[config.mk]
export PLATFORM = sky130hd
export DESIGN_NAME = gpio_setclr_bank
export DESIGN_NICKNAME = d
export VERILOG_FILES = /design/src/rtl/gpio_bank_pkg.sv /design/src/rtl/gpio_bus_decode.sv /design/src/rtl/gpio_pin_ctrl.sv /design/src/rtl/gpio_input_sync.sv /design/src/rtl/gpio_setclr_bank.sv
export SDC_FILE = /design/constraint.sdc
export NUM_CORES = 1
export LEC_CHECK = 0
export BUFFER_PORTS_ARGS = -buffer_cell sky130_fd_sc_hd__buf_2
export CAP_MARGIN = 20
export CORE_ASPECT_RATIO = 2
export CORE_MARGIN = 5
export CORE_UTILIZATION = 51
export DETAILED_ROUTE_END_ITERATION = 10
export GPL_TIMING_DRIVEN = 0
export PLACE_DENSITY = 0.88
export SLEW_MARGIN = 0
export SYNTH_ARGS = -nofsm -noshare
export SYNTH_HDL_FRONTEND = slang
export SYNTH_SLANG_ARGS = --single-unit
[constraint.sdc]
create_clock -name clk -period 1.3 [get_ports clk]
set_input_delay 0.065 -clock clk [delete_from_list [all_inputs] [get_ports clk]]
set_output_delay 0.065 -clock clk [all_outputs]
set_load 0.05 [all_outputs]
[src/rtl/gpio_bank_pkg.sv]
// Package: shared register selectors for the set/clear GPIO bank.
// Assumes a word-addressed bus; selector values are the word addresses.
package gpio_bank_pkg;
    typedef enum logic [2:0] {
        SEL_DRIVE_HI = 3'd0,
        SEL_DRIVE_LO = 3'd1,
        SEL_FLOAT    = 3'd2,
        SEL_LEVEL    = 3'd3,
        SEL_ARM      = 3'd4
    } reg_sel_e;

    localparam int unsigned SEL_W = 3;
endpackage

[src/rtl/gpio_bus_decode.sv]
// Module: turns one bus beat into single-cycle strobes.
// Assumes bus_vld qualifies bus_wr/bus_addr in the same cycle; no wait states.
module gpio_bus_decode
    import gpio_bank_pkg::*;
#(
    parameter int unsigned ADDR_W = 3
) (
    input  logic              bus_vld,
    input  logic              bus_wr,
    input  logic [ADDR_W-1:0] bus_addr,
    output logic              hit_hi,
    output logic              hit_lo,
    output logic              hit_float,
    output logic              hit_arm,
    output logic              rd_any,
    output logic              rd_level
);
    localparam int unsigned UPPER_W = (ADDR_W > SEL_W) ? ADDR_W - SEL_W : 1;

    logic             in_window;
    logic [SEL_W-1:0] sel;
    logic             wr_beat;

    // Split the address into the selector and an upper "must be zero" part.
    generate
        if (ADDR_W > SEL_W) begin : g_wide
            logic [UPPER_W-1:0] upper;
            always_comb begin
                upper     = bus_addr[ADDR_W-1:SEL_W];
                sel       = bus_addr[SEL_W-1:0];
                in_window = (upper == '0);
            end
        end else begin : g_narrow
            always_comb begin
                sel       = '0;
                sel[ADDR_W-1:0] = bus_addr;
                in_window = 1'b1;
            end
        end
    endgenerate

    // Produce the write and read strobes for each register.
    always_comb begin
        wr_beat   = bus_vld && bus_wr && in_window;
        hit_hi    = wr_beat && (sel == SEL_DRIVE_HI);
        hit_lo    = wr_beat && (sel == SEL_DRIVE_LO);
        hit_float = wr_beat && (sel == SEL_FLOAT);
        hit_arm   = wr_beat && (sel == SEL_ARM);
        rd_any    = bus_vld && !bus_wr;
        rd_level  = rd_any && in_window && (sel == SEL_LEVEL);
    end
endmodule

[src/rtl/gpio_pin_ctrl.sv]
// Module: per-pin output latch and driver enable.
// Assumes at most one of hit_hi/hit_lo/hit_float is set in a cycle (one bus beat).
module gpio_pin_ctrl #(
    parameter int unsigned NPINS = 32
) (
    input  logic             clk,
    input  logic             rst_n,
    input  logic             hit_hi,
    input  logic             hit_lo,
    input  logic             hit_float,
    input  logic [NPINS-1:0] mask,
    output logic [NPINS-1:0] pin_out,
    output logic [NPINS-1:0] pin_oe
);
    generate
        for (genvar i = 0; i < NPINS; i++) begin : g_pin
            logic sel_i;
            logic out_q;
            logic oe_q;

            // Pin i is addressed by the current beat.
            always_comb sel_i = mask[i];

            // Output latch: drive-high sets, drive-low clears.
            always_ff @(posedge clk) begin
                if (!rst_n)
                    out_q <= 1'b0;
                else if (sel_i && hit_hi)
                    out_q <= 1'b1;
                else if (sel_i && hit_lo)
                    out_q <= 1'b0;
            end

            // Driver enable: any drive write turns it on, float turns it off.
            always_ff @(posedge clk) begin
                if (!rst_n)
                    oe_q <= 1'b0;
                else if (sel_i && (hit_hi || hit_lo))
                    oe_q <= 1'b1;
                else if (sel_i && hit_float)
                    oe_q <= 1'b0;
            end

            assign pin_out[i] = out_q;
            assign pin_oe[i]  = oe_q;
        end
    endgenerate
endmodule

[src/rtl/gpio_input_sync.sv]
// Module: multi-stage input synchronizer with a one-time arm gate.
// Assumes pin_in is asynchronous; the gate arms on any arm write and holds to reset.
module gpio_input_sync #(
    parameter int unsigned NPINS  = 32,
    parameter int unsigned STAGES = 2
) (
    input  logic             clk,
    input  logic             rst_n,
    input  logic             hit_arm,
    input  logic [NPINS-1:0] pin_in,
    output logic [NPINS-1:0] level
);
    logic [NPINS-1:0] stage_q [STAGES];
    logic             armed_q;

    // First stage samples the raw pins.
    always_ff @(posedge clk) begin
        if (!rst_n)
            stage_q[0] <= '0;
        else
            stage_q[0] <= pin_in;
    end

    generate
        for (genvar s = 1; s < STAGES; s++) begin : g_stage
            // Further stages shift the sample toward the read side.
            always_ff @(posedge clk) begin
                if (!rst_n)
                    stage_q[s] <= '0;
                else
                    stage_q[s] <= stage_q[s-1];
            end
        end
    endgenerate

    // Arm flag: set by the first arm write, cleared only by reset.
    always_ff @(posedge clk) begin
        if (!rst_n)
            armed_q <= 1'b0;
        else if (hit_arm)
            armed_q <= 1'b1;
    end

    // Gate the synchronized sample until armed.
    always_comb level = armed_q ? stage_q[STAGES-1] : '0;
endmodule

[src/rtl/gpio_setclr_bank.sv]
// Module: top of the set/clear GPIO bank.
// Assumes single-beat writes and one-cycle registered read data; only the
// level register is readable, all others read as zero.
module gpio_setclr_bank #(
    parameter int unsigned NPINS  = 32,
    parameter int unsigned ADDR_W = 3
) (
    input  logic              clk,
    input  logic              rst_n,
    input  logic              bus_vld,
    input  logic              bus_wr,
    input  logic [ADDR_W-1:0] bus_addr,
    input  logic [NPINS-1:0]  bus_wdata,
    output logic [NPINS-1:0]  bus_rdata,
    output logic              bus_rvalid,
    input  logic [NPINS-1:0]  pin_in,
    output logic [NPINS-1:0]  pin_out,
    output logic [NPINS-1:0]  pin_oe
);
    localparam int unsigned SYNC_STAGES = 2;

    logic             hit_hi;
    logic             hit_lo;
    logic             hit_float;
    logic             hit_arm;
    logic             rd_any;
    logic             rd_level;
    logic [NPINS-1:0] level;

    gpio_bus_decode #(.ADDR_W(ADDR_W)) u_dec (
        .bus_vld   (bus_vld),
        .bus_wr    (bus_wr),
        .bus_addr  (bus_addr),
        .hit_hi    (hit_hi),
        .hit_lo    (hit_lo),
        .hit_float (hit_float),
        .hit_arm   (hit_arm),
        .rd_any    (rd_any),
        .rd_level  (rd_level)
    );

    gpio_pin_ctrl #(.NPINS(NPINS)) u_pins (
        .clk       (clk),
        .rst_n     (rst_n),
        .hit_hi    (hit_hi),
        .hit_lo    (hit_lo),
        .hit_float (hit_float),
        .mask      (bus_wdata),
        .pin_out   (pin_out),
        .pin_oe    (pin_oe)
    );

    gpio_input_sync #(.NPINS(NPINS), .STAGES(SYNC_STAGES)) u_sync (
        .clk     (clk),
        .rst_n   (rst_n),
        .hit_arm (hit_arm),
        .pin_in  (pin_in),
        .level   (level)
    );

    // Register read data and its valid flag one cycle after the request.
    always_ff @(posedge clk) begin
        if (!rst_n) begin
            bus_rvalid <= 1'b0;
            bus_rdata  <= '0;
        end else begin
            bus_rvalid <= rd_any;
            bus_rdata  <= rd_level ? level : '0;
        end
    end
endmodule

Word-level counts from Yosys, hierarchy flattened
Memory sizes are Yosys's and may differ from the RTL's. A register that Yosys moved wholly into a read port is not among the register bits.
Index checks and enable logic that the tools add are counted.
{ "op_classes": {"n_eq_ne": 4, "n_mux": 132, "n_bitwise": 2, "n_reduce_logical": 204} }
{ "op_table": {"columns": ["op", "count"], "rows": [
  ["$logic_and A1 B1 Y1", 135],
  ["$mux W1", 130],
  ["$reduce_bool A2 Y1", 64],
  ["$mux W32", 2],
  ["$eq A3 B2 Y1 const B", 2],
  ["$eq A3 B1 Y1 const B", 1],
  ["$eq A3 B3 Y1 const B", 1],
  ["$logic_not A3 Y1", 1],
  ["$reduce_and A3 Y1", 1],
  ["$logic_not A1 Y1", 2],
  ["$or A1 B1 Y1", 2],
  ["$logic_or A1 B1 Y1", 1]
]} }
{ "word_totals": {"regBits": 66, "mem_bits_rw": 64, "in_bits": 71, "wordCells": 409, "mem_count": 1} }
{ "memory_table": {"columns": ["memory", "depth", "word_bits", "rd", "rd_ports_with_merged_regs", "wr", "line_no", "source"], "rows": [
  ["u_sync.stage_q", 2, 32, 2, 1, 2, "gpio_input_sync.sv:13", "logic [NPINS-1:0] stage_q [STAGES];"]
]} }

Longest topological paths before layout
Gate-level depths: netlist of the first run.
{ "depth": {"word_depth": 5, "mapped_depth": 5} }

Cells and area by module
Synthesis of the first run repeated with hierarchy kept, for this count alone.
{ "unflattened": {"cells_unflattened": 631, "area_unflattened_um2": 6397.4} }
{ "by_module_without_submodules": {"columns": ["module", "n_inst", "cells_per_inst", "area_per_inst_um2"], "rows": [
  ["gpio_pin_ctrl", 1, 380, 3409.5],
  ["gpio_input_sync", 1, 172, 1996.9],
  ["gpio_setclr_bank", 1, 72, 934.6],
  ["gpio_bus_decode", 1, 7, 56.3]
]} }

Worst setup path after synthesis of the first run
OpenSTA, ideal clock, no wires.
{ "synth_timing": {"kind": "input port to flip-flop", "from": "input port bus_addr[2]", "to": "register u_pins.g_pin[1].oe_q", "setup_ns": 0.127, "t_arrival_ns": 0.864, "t_required_ns": 1.173, "slack_ns": 0.309, "path_stages": 5, "path_buffers": 2, "cell_sequence": "nand2b_1 -> buf_2 -> buf_2 -> o41ai_1 -> a21boi_1"} }
{ "synth_between": {"elab_chain_len": 5, "word_cells_on_any_way": 11, "classes_between": "eq/ne (2); mux (1); reduce/logical (8)"} }
{ "synth_rtl": {"columns": ["item", "line_no", "source"], "rows": [
  ["start, declared", "gpio_setclr_bank.sv:12", "input logic [ADDR_W-1:0] bus_addr,"],
  ["$eq A3 B1 Y1 / $logic_not A3 Y1 (equally long branches)", "gpio_bus_decode.sv:46, gpio_bus_decode.sv:45", null],
  ["$logic_and A1 B1 Y1 (on tied branches)", "gpio_bus_decode.sv:46, gpio_bus_decode.sv:45", null],
  ["$logic_or A1 B1 Y1", "gpio_pin_ctrl.sv:38", "else if (sel_i && (hit_hi || hit_lo))"],
  ["$logic_and A1 B1 Y1", "gpio_pin_ctrl.sv:38", null],
  ["$mux W1 / $reduce_bool A2 Y1 (equally long branches)", null, null],
  ["end signal, assigned", "gpio_pin_ctrl.sv:37", "oe_q <= 1'b0;"],
  ["end signal, assigned", "gpio_pin_ctrl.sv:39", "oe_q <= 1'b1;"],
  ["end signal, assigned", "gpio_pin_ctrl.sv:41", "oe_q <= 1'b0;"],
  ["end, declared", "gpio_pin_ctrl.sv:19", "logic oe_q;"]
]} }
Parallel ways exist; a longest one is shown, timed or not.
A chain may end at the register's enable or synchronous reset.

Worst setup path after layout of the first run
{ "layout_timing": {"from": "register u_pins.g_pin[7].oe_q", "to": "output port pin_oe[7]"} }
{ "layout_rtl": {"columns": ["item", "line_no", "source"], "rows": [
  ["start, declared", "gpio_pin_ctrl.sv:19", null],
  ["start signal, assigned", "gpio_pin_ctrl.sv:37", null],
  ["start signal, assigned", "gpio_pin_ctrl.sv:39", null],
  ["start signal, assigned", "gpio_pin_ctrl.sv:41", null],
  ["end, declared", "gpio_setclr_bank.sv:18", "output logic [NPINS-1:0] pin_oe"]
]} }
No word-level cell between the ends.

==> results.json, run 1 <==
{
  "status": "completed",
  "cts.sinks": 162,
  "post_synth_main_area_contributors": "dfxtp_1, and2_1, buf_4, mux2i_1, o41ai_1",
  "worstMarginPinSlew_ns": 0.569,
  "ioPinCount": 168,
  "dpl.cell_count": 867,
  "drt_iter0_drc": 148,
  "synth.distinct_cells": 18,
  "place_area_sq_um": 6780,
  "cp-start-kind": "flip-flop",
  "slew_headroom": 0.621,
  "rsz0062_at_grt": "no",
  "synth_top_area_frac": 0.562,
  "fin_cells": 966,
  "syn_avg_cell_area_sq_um": 10.3,
  "finalHoldViolCount": 0,
  "cp.arrival_ns": 1.15,
  "place_hpwl_um": 10700,
  "drc": 0,
  "dieArea_sq_um": 13700,
  "min_period_over_period": 0.937,
  "critPathBufInv": 2,
  "hold_path.class": "input port to flip-flop",
  "ys_seq_area_frac": 0.562,
  "fillers": 749,
  "cts_max_level": 4,
  "fin_area_sq_um": 8010,
  "end_kind": "primary output",
  "place.gp.congestion": 0.834,
  "power_density_nw_per_um2": 1340,
  "numCtsBuffers": 17,
  "nNetsFinal": 880,
  "grt_pass1_wl_um": 25800,
  "crit_path_cell_trace": "buf_4, buf_2",
  "synth_area_sq_um": 5780,
  "coreArea_sq_um": 11200,
  "wirelength_um": 16200,
  "worstSkewPairLatency_ns": 0.41,
  "async_flop_share": 0,
  "maxCapViolCount": 0,
  "min_delay_path_depth": 3,
  "yosys-top-cells-count": "dfxtp_1, and2_1, buf_4, nand2_1",
  "leakagePower_nw": 4.01,
  "crit_cells": 2,
  "cts-root-buf": "clkbuf_16",
  "synth_warnings": 0,
  "firstDrtPassIters": 4,
  "grt_max_degree": 18,
  "drive_above_1_share": 0.333,
  "post_cts_buffers": 0,
  "synth_ff_type": "dfxtp_1",
  "synth_edf_count": 0,
  "reg2reg_depth": 4,
  "cts_tree": "yes",
  "yosys_register_bits": 162,
  "grt_pass1_vias": 5140,
  "synth_cells": 559,
  "io_buffer_count": 166,
  "post_drt_wl_per_cell_um": 16.8,
  "ir_worst_vdd_v": 0.00114,
  "area_delta_synth_final_pct": 38.7,
  "die_h_um": 160,
  "initial_core_util": 0.515,
  "antenna_found_initial": 2,
  "required_ns": 1.24,
  "worst_path_largest_cell_delay_ns": 0.37,
  "setup_viol": 0,
  "path_clk_slew_ns": 0.07,
  "cp_top_family": "buffers and inverters",
  "synth_nets": 630,
  "clock_path_buffers": 2,
  "slew_violations": 0,
  "dieWidth_um": 85.3,
  "cpMaxStageDelayCell": "dfxtp_1",
  "cts_resized": 0,
  "crit_fanout": 2,
  "period_minus_slack_ns": 1.22,
  "rows": 55,
  "drtAntennaViolNets": 0,
  "track_usage": 0.240,
  "vias": 4750,
  "yosysMostFrequentCell": "dfxtp_1",
  "overflow": 0,
  "crit_type": "flip-flop to primary output",
  "fmax_mhz": 821,
  "synth_top_cell_by_area": "dfxtp_1",
  "clock_skew_ns": 0.00831,
  "rrSetupSlack_ns": 0.15,
  "avgViaCountPerCell": 4.92
}
## stage by stage
step	setup TNS [ns]	worst slack [ns]	hold WS (ns)	total power [W]	utilization
5_1_grt	0	0.0536	0.0128	0.0111	0.714
2_1_floorplan	0	0.309	0.137	0.00565	-
4_1_cts	0	0.0938	0.000737	0.0108	0.714
3_3_place_gp	-2.98	-0.126	0.272	0.00588	0.605
3_5_place_dp	-3.69	-0.160	0.275	0.00592	0.605
6_report	0	0.0822	0.0159	0.0107	0.714
## area by class of cell
type / count / area, sq um / area share
Tap cell: 142 / 178 / 0.0222
Clock inverter: 14 / 143 / 0.0178
Sequential cell: 162 / 3240 / 0.405
Buffer: 99 / 653 / 0.0815
Clock buffer: 18 / 429 / 0.0536
Antenna cell: 2 / 5.00 / 0.000625
Timing Repair Buffer: 231 / 1480 / 0.185
Multi-Input combinational cell: 266 / 1760 / 0.220
Inverter: 32 / 120 / 0.0150
## cells by family after synthesis
group | synth area share
buffers and inverters | 0.134
multiplexers | 0.0555
AO/OA/AOI/OAI | 0.0914
AND/OR/NAND/NOR | 0.158
flip-flops | 0.562
## flip-flops by register name (all words and copies together), names as in the netlist
name / cells
u_sync.stage_q: 64
bus_rdata: 32
u_pins.g_pin.oe_q: 32
u_pins.g_pin.out_q: 32
bus_rvalid: 1
u_sync.armed_q: 1
## final timing paths
kind	startpoint	to
min reg2reg	u_sync.stage_q[1][26]	bus_rdata[26]
min	bus_wdata[16]	u_pins.g_pin[16].out_q
max	u_pins.g_pin[7].oe_q	pin_oe[7]
max reg2reg	u_sync.armed_q	bus_rdata[0]
## timing repair
action	in CTS	in global routing
endpoints found under the setup margin	0	0
hold buffers	65	0
hold endpoints to repair	93	0
## worst reg2reg max path: cells and delay by family, from the launching register on
| family | cells | cell delay [ns] |
|---|---|---|
| simple gates | 3 | 0.56 |
| flops | 1 | 0.33 |
| buf+inv | 1 | 0.20 |
## placed cells by master (no fill, tap or decap), drive strengths merged
cell         instances
and4bb               1
nor2                 1
clkbuf              41
nor4b                1
o41ai               32
inv                 39
dfxtp              162
clkinvlp             2
o21a                 1
nor4                 1
buf                242
mux2i               32
diode                2
nand2               67
a21boi              32
dlygate4sd3         65
nand2b               2
clkinv               5
and2                96
## power by group
group          switching [W]  internal [W]
Clock                0.00221       0.00255
Combinational       0.000462      0.000383
Sequential         0.0000461       0.00509
## routing by layer
| metal | vias up | track usage | routed length, um |
|---|---|---|---|
| met4 | 0 | 0.145 | 884 |
| met2 | 185 | 0.443 | 8830 |
| met3 | 78 | 0.0534 | 797 |
| met1 | 2234 | 0.237 | 5700 |
| li1 | 2253 | - | - |
| met5 | - | 0 | 0 |
(Power assumes the default switching activity.)
==> run 2, diff against run 1 <==
--- a/config.mk
+++ b/config.mk
@@ -11,3 +11,4 @@
 export CORE_MARGIN = 5
-export CORE_UTILIZATION = 51
+export CORE_UTILIZATION = 52
+export CTS_CLUSTER_SIZE = 14
 export DETAILED_ROUTE_END_ITERATION = 10
@@ -18,2 +19,3 @@
 export SYNTH_HDL_FRONTEND = slang
+export SYNTH_HIERARCHICAL = 1
 export SYNTH_SLANG_ARGS = --single-unit
--- a/constraint.sdc
+++ b/constraint.sdc
@@ -3,2 +3,2 @@
 set_output_delay 0.065 -clock clk [all_outputs]
-set_load 0.05 [all_outputs]
+set_load 0.1 [all_outputs]
==> run 2 against run 1 <==
Compared with the run above: via count rose by 8.6%; sequential cell count unchanged; register-to-register slack better by 0.09 ns; first-iteration DRC count grew 19%; largest cell class unchanged; largest power group unchanged.
==> results.json, run 2 <==
{
  "required_ns": 1.24,
  "leakagePower_nw": 4.30,
  "post_cts_buffers": 0,
  "drtAntennaViolNets": 0,
  "synth_top_area_frac": 0.507,
  "rows": 57,
  "clock_path_buffers": 2,
  "path_clk_slew_ns": 0.06,
  "crit_type": "flip-flop to primary output",
  "numCtsBuffers": 17,
  "seq_power_share": 0.467,
  "dieArea_sq_um": 14800,
  "period_minus_slack_ns": 1.24,
  "clkPwrFrac": 0.432,
  "area_delta_synth_final_pct": 37.6,
  "avgViaCountPerCell": 4.96,
  "overflow": 0,
  "worstMarginPinSlew_ns": 0.793,
  "p_int_w": 0.00826,
  "drt_iter0_drc": 176,
  "layout_common_cells": "dfxtp_1, buf_4, and2_1",
  "fin_util": 0.726,
  "grt_pass1_vias": 5344,
  "maxCapViolCount": 0,
  "yosys-top-cells-count": "dfxtp_1, and2_1, nand2_1",
  "layout_commonest_cell": "dfxtp_1",
  "synth_edf_count": 0,
  "grt_max_degree": 17,
  "drc": 0,
  "cts-root-buf": "clkbuf_16",
  "cts.sinks": 162,
  "fin_hold_ws_ns": 0.0309,
  "finalPower_w": 0.0110,
  "track_usage": 0.222,
  "place.gp.congestion": 0.824,
  "firstDrtPassIters": 4,
  "crit_path_cell_trace": "buf_2",
  "hold_path.class": "input port to flip-flop",
  "setup_viol": 0,
  "worst_slack_ns": 0.0650,
  "synth_ff_type": "dfxtp_1",
  "yosys_register_bits": 162,
  "ir_worst_vdd_v": 0.00133,
  "largest_reg_flops": 64,
  "end_kind": "primary output",
  "min_from": "bus_vld",
  "synth_warnings": 6,
  "die_h_um": 167,
  "fmax_mhz": 810,
  "min_period_over_period": 0.950,
  "netSwitchingPower_w": 0.00274,
  "power_density_nw_per_um2": 1250,
  "cpMaxStageDelayCell": "buf_2",
  "antenna_found_initial": 0,
  "async_flop_share": 0,
  "insertedDiodeCount": 0,
  "min_delay_path_depth": 3,
  "synth_cells": 631,
  "finalHoldViolCount": 0,
  "syn_avg_cell_area_sq_um": 10.1,
  "rsz0062_at_grt": "yes",
  "synth_top_cell_by_area": "dfxtp_1",
  "nNetsFinal": 952,
  "yosysMostFrequentCell": "dfxtp_1",
  "cts_max_level": 4,
  "worstSkewPairLatency_ns": 0.41,
  "critPathBufInv": 1,
  "reg2reg_depth": 3,
  "drive_above_1_share": 0.420,
  "whs_endpoint": "bus_rvalid",
  "cp.arrival_ns": 1.17,
  "dieWidth_um": 88.4,
  "place_hpwl_um": 10700,
  "cts_tree": "yes",
  "cp-start-kind": "flip-flop",
  "slew_headroom": 0.467,
  "r2r_start": "u_sync/armed_q",
  "synth_area_sq_um": 6400,
  "coreArea_sq_um": 12100,
  "post_drt_wl_per_cell_um": 15.5,
  "worst_path_largest_cell_delay_ns": 0.43,
  "synth.distinct_cells": 22,
  "slew_violations": 0,
  "wirelength_um": 16100,
  "pre_cts_ws_ns": -0.660,
  "status": "completed",
  "initial_core_util": 0.528,
  "ioPinCount": 168,
  "rrSetupSlack_ns": 0.24,
  "clock_skew_ns": 0.00634,
  "crit_fanout": 1,
  "post_synth_main_area_contributors": "dfxtp_1, and2_1, buf_4, nand2_1, o22ai_2",
  "io_buffer_count": 167,
  "regMostFlops": "u_sync/stage_q",
  "p_sw_frac": 0.249,
  "cp_top_family": "buffers and inverters",
  "synth_nets": 702,
  "grt_pass1_wl_um": 25500,
  "vias": 5157,
  "r2r-end": "bus_rdata[12]",
  "combPwrFrac": 0.101,
  "ys_seq_area_frac": 0.507
}
## run 2: cell count changes after synthesis, sizes merged, moves of 2 or more
cell,delta
nand2,+30
o22ai,+32
and3,+64
buf,+18
a31o,+32
and2,+33
clkbuf,-10
a21boi,-32
o41ai,-32
mux2i,-32
nor4b,+2
nand2b,-2
inv,-32
## run 2: layout make-up
type	count	area, sq um
clock inverters	14	146
plain buffers	107	850
clock buffers	17	425
multi-input cells	362	2320
repair buffers	231	1640
fillers	789	3320
well taps	147	184
flip-flops and latches	162	3240
## run 2: worst max path at each step
| stage | startpoint | to | slack (ns) | cells after the start |
|---|---|---|---|---|
| finish | bus_rdata[16] | bus_rdata[16] | 0.06 | 1 |
| global route | bus_addr[2] | u_pins/g_pin[13].out_q | -0.008 | 5 |
| CTS | bus_rdata[28] | bus_rdata[28] | 0.04 | 1 |
| detailed placement | bus_wr | u_pins/g_pin[10].oe_q | -0.66 | 6 |
| global placement | bus_wr | u_pins/g_pin[19].oe_q | -0.61 | 6 |
| floorplan | bus_wr | u_pins/g_pin[10].oe_q | 0.11 | 5 |
## run 2: tightest hold or removal path: stages
cell     delay [ns]
buf_2          0.09
and2b_2        0.14
and2_1         0.11
## run 2: metal layers
metal | up-vias | track usage | routed length (um)
li1 | 2522 | - | -
met5 | - | 0 | 0
met2 | 188 | 0.431 | 9380
met4 | 0 | 0.0980 | 390
met1 | 2416 | 0.206 | 5370
met3 | 31 | 0.0519 | 970
## run 2: logic make-up (layout without fill, tap and decap cells)
kind of cell | Yosys count | count (layout) | share of synthesized area
AO/OA/AOI/OAI | 65 | 65 | 0.0988
buffers and inverters | 107 | 369 | 0.133
flip-flops | 162 | 162 | 0.507
AND/OR/NAND/NOR | 297 | 297 | 0.261
## run 2: what timing repair did
item,in CTS,in global routing
endpoints found under the setup margin,94,3
hold buffers,64,0
resized for setup,65,0
hold endpoints to repair,93,0
## run 2: power groups by stage
| stage | clock (W) | combinational [W] | sequential [W] |
|---|---|---|---|
| 3_5_place_dp | 0 | 0.000916 | 0.00524 |
| 6_report | 0.00475 | 0.00111 | 0.00513 |
| 5_1_grt | 0.00509 | 0.00118 | 0.00514 |
| 2_1_floorplan | 0 | 0.000649 | 0.00524 |
| 4_1_cts | 0.00485 | 0.00110 | 0.00513 |
| 3_3_place_gp | 0 | 0.000901 | 0.00524 |
## run 2: metrics by stage
stage	cells	setup TNS, ns	cell area, sq um
floorplan	631	0	6400
global placement	945	-26.15	7420
detailed placement	945	-28.61	7420
CTS	1040	0	8800
global route	1040	-0.0143	8800
finish	1040	0	8800
==> run 3, diff against run 2 <==
==> constraint.sdc (replaced) <==
create_clock -name clk -period 1.3 [get_ports clk]
set_input_delay 0.195 -clock clk [delete_from_list [all_inputs] [get_ports clk]]
set_output_delay 0.195 -clock clk [all_outputs]
set_load 0.1 [all_outputs]
==> run 3 against run 2 <==
Compared with the run above: the run now ends with design-rule violations, negative setup slack left; fmax fell by 5.5%; wire length rose by 9.6%; clock power rose by 4.2%; die area unchanged; clock-buffer cell count is 3 higher; clock skew decreased by 0.0012 ns; largest cell class unchanged; largest power group unchanged.
==> results.json, run 3 (synthesized netlist as in run 2, its figures left out) <==
{
  "cts.sinks": 162,
  "crit_fanout": 2,
  "top_layer": "met4",
  "cp_top_family": "flip-flops",
  "path_clk_slew_ns": 0.07,
  "rrSetupSlack_ns": 0.23,
  "finalHoldViolCount": 0,
  "ir_worst_vdd_v": 0.00117,
  "drc": 1,
  "area_delta_synth_final_pct": 42.4,
  "drive_above_1_share": 0.440,
  "cts_tree": "yes",
  "place_hpwl_um": 10800,
  "fin_hold_ws_ns": 0.0708,
  "crit_path_cell_trace": "buf_4, buf_8",
  "place.gp.congestion": 0.810,
  "min_period_over_period": 1.01,
  "dieArea_sq_um": 14800,
  "regMostFlops": "u_sync/stage_q",
  "die_h_um": 167,
  "wirelength_um": 17700,
  "worst_slack_ns": -0.00698,
  "setup_tns_ns": -0.00951,
  "drt_iter0_drc": 291,
  "clock_skew_ns": 0.00516,
  "numCtsBuffers": 17,
  "track_usage": 0.221,
  "worst_path_largest_cell_delay_ns": 0.37,
  "status": "finished with violations",
  "coreArea_sq_um": 12100,
  "violations": "design-rule violations, negative setup slack",
  "critPathBufInv": 2,
  "fillers": 721,
  "reg2reg_depth": 3,
  "layout_commonest_cell": "dfxtp_1",
  "power_density_nw_per_um2": 1230,
  "wl_met3_um": 1220,
  "fin_util": 0.751,
  "m1WireLength_um": 5620,
  "maxCapViolCount": 0,
  "cts_max_level": 4,
  "hold_path.class": "input port to flip-flop",
  "leakagePower_nw": 4.30,
  "min_delay_path_depth": 3,
  "cts-root-buf": "clkbuf_16",
  "setup_viol": 3,
  "overflow": 0,
  "fmax_mhz": 765,
  "clock_path_buffers": 2,
  "end_kind": "primary output",
  "cp-start-kind": "flip-flop",
  "vias": 5249,
  "worstMarginPinSlew_ns": 0.467,
  "crit_start": "u_pins/g_pin[18].out_q",
  "rows": 57,
  "ioPinCount": 168,
  "avgViaCountPerCell": 5.20,
  "drtAntennaViolNets": 0,
  "worstSkewPairLatency_ns": 0.41,
  "whs_endpoint": "u_pins/g_pin[5].oe_q",
  "layout_common_cells": "dfxtp_1, and2_1, buf_4",
  "cpMaxStageDelayCell": "dfxtp_1",
  "nNetsFinal": 920,
  "post_drt_wl_per_cell_um": 17.5,
  "slew_headroom": 0.686,
  "grt_pass1_wl_um": 25100,
  "initial_core_util": 0.528,
  "firstDrtPassIters": 8,
  "met2WireLength_um": 10000,
  "crit_type": "flip-flop to primary output",
  "grt_max_degree": 17,
  "io_buffer_count": 167,
  "grt_pass1_vias": 5209,
  "period_minus_slack_ns": 1.31,
  "cp.arrival_ns": 1.11,
  "min_from": "bus_wdata[5]",
  "r2r_start": "u_sync/armed_q",
  "required_ns": 1.11,
  "r2r-end": "bus_rdata[11]",
  "antenna_found_initial": 1,
  "dieWidth_um": 88.4,
  "largest_reg_flops": 64,
  "slew_violations": 0
}
## run 3: where the power goes
group / internal [W] / leakage (nW) / switching (W)
Combinational: 0.000473 / 2.69 / 0.000651
Sequential: 0.00510 / 1.32 / 0.0000446
Clock: 0.00293 / 0.288 / 0.00202
## run 3: how the worst max path moves through the flow
| stage | end | slack, ns | cells past startpoint |
|---|---|---|---|
| 2_1_floorplan | u_pins/g_pin[10].out_q | 0.005 | 6 |
| 3_3_place_gp | u_pins/g_pin[30].oe_q | -0.41 | 6 |
| 3_5_place_dp | u_pins/g_pin[21].oe_q | -0.42 | 6 |
| 4_1_cts | pin_out[0] | 0.001 | 2 |
| 5_1_grt | pin_out[18] | -0.03 | 2 |
| 6_report | pin_out[18] | -0.007 | 2 |
## run 3: final cells by class
| cell class | count | area [sq um] | area share |
|---|---|---|---|
| Antenna cell | 1 | 2.50 | 0.000275 |
| Buffer | 107 | 857 | 0.0941 |
| Clock buffer | 20 | 447 | 0.0490 |
| Clock inverter | 12 | 145 | 0.0159 |
| Multi-Input combinational cell | 362 | 2340 | 0.257 |
| Sequential cell | 162 | 3250 | 0.356 |
| Tap cell | 147 | 184 | 0.0202 |
| Timing Repair Buffer | 199 | 1890 | 0.207 |
## run 3: timing repair
| item | CTS | global route |
|---|---|---|
| endpoints found under the setup margin | 98 | 72 |
| hold endpoints to repair | 32 | 0 |
| hold buffers | 32 | 0 |
| resized for setup | 172 | 59 |
| buffers inserted | 0 | 0 |
## run 3: layer usage
layer / vias to the layer above / GRT usage
li1: 2460 / -
met1: 2468 / 0.202
met2: 258 / 0.418
met3: 63 / 0.0613
met4: 0 / 0.114
met5: - / 0
## run 3: stage by stage
stage          setup WS, ns  total power, W  std cells  instance area (sq um)
2_1_floorplan       0.00537         0.00589        631                   6410
3_3_place_gp         -0.411         0.00614        945                   7430
3_5_place_dp         -0.421         0.00616        945                   7430
4_1_cts             0.00136          0.0112       1009                   8870
5_1_grt             -0.0324          0.0116       1010                   9110
6_report           -0.00698          0.0112       1010                   9110
## run 3: worst reg2reg max path: stages, from the launching register on
cell      delay [ns]
dfxtp_1         0.44
clkbuf_2        0.23
and2_1          0.16
and3_2          0.18
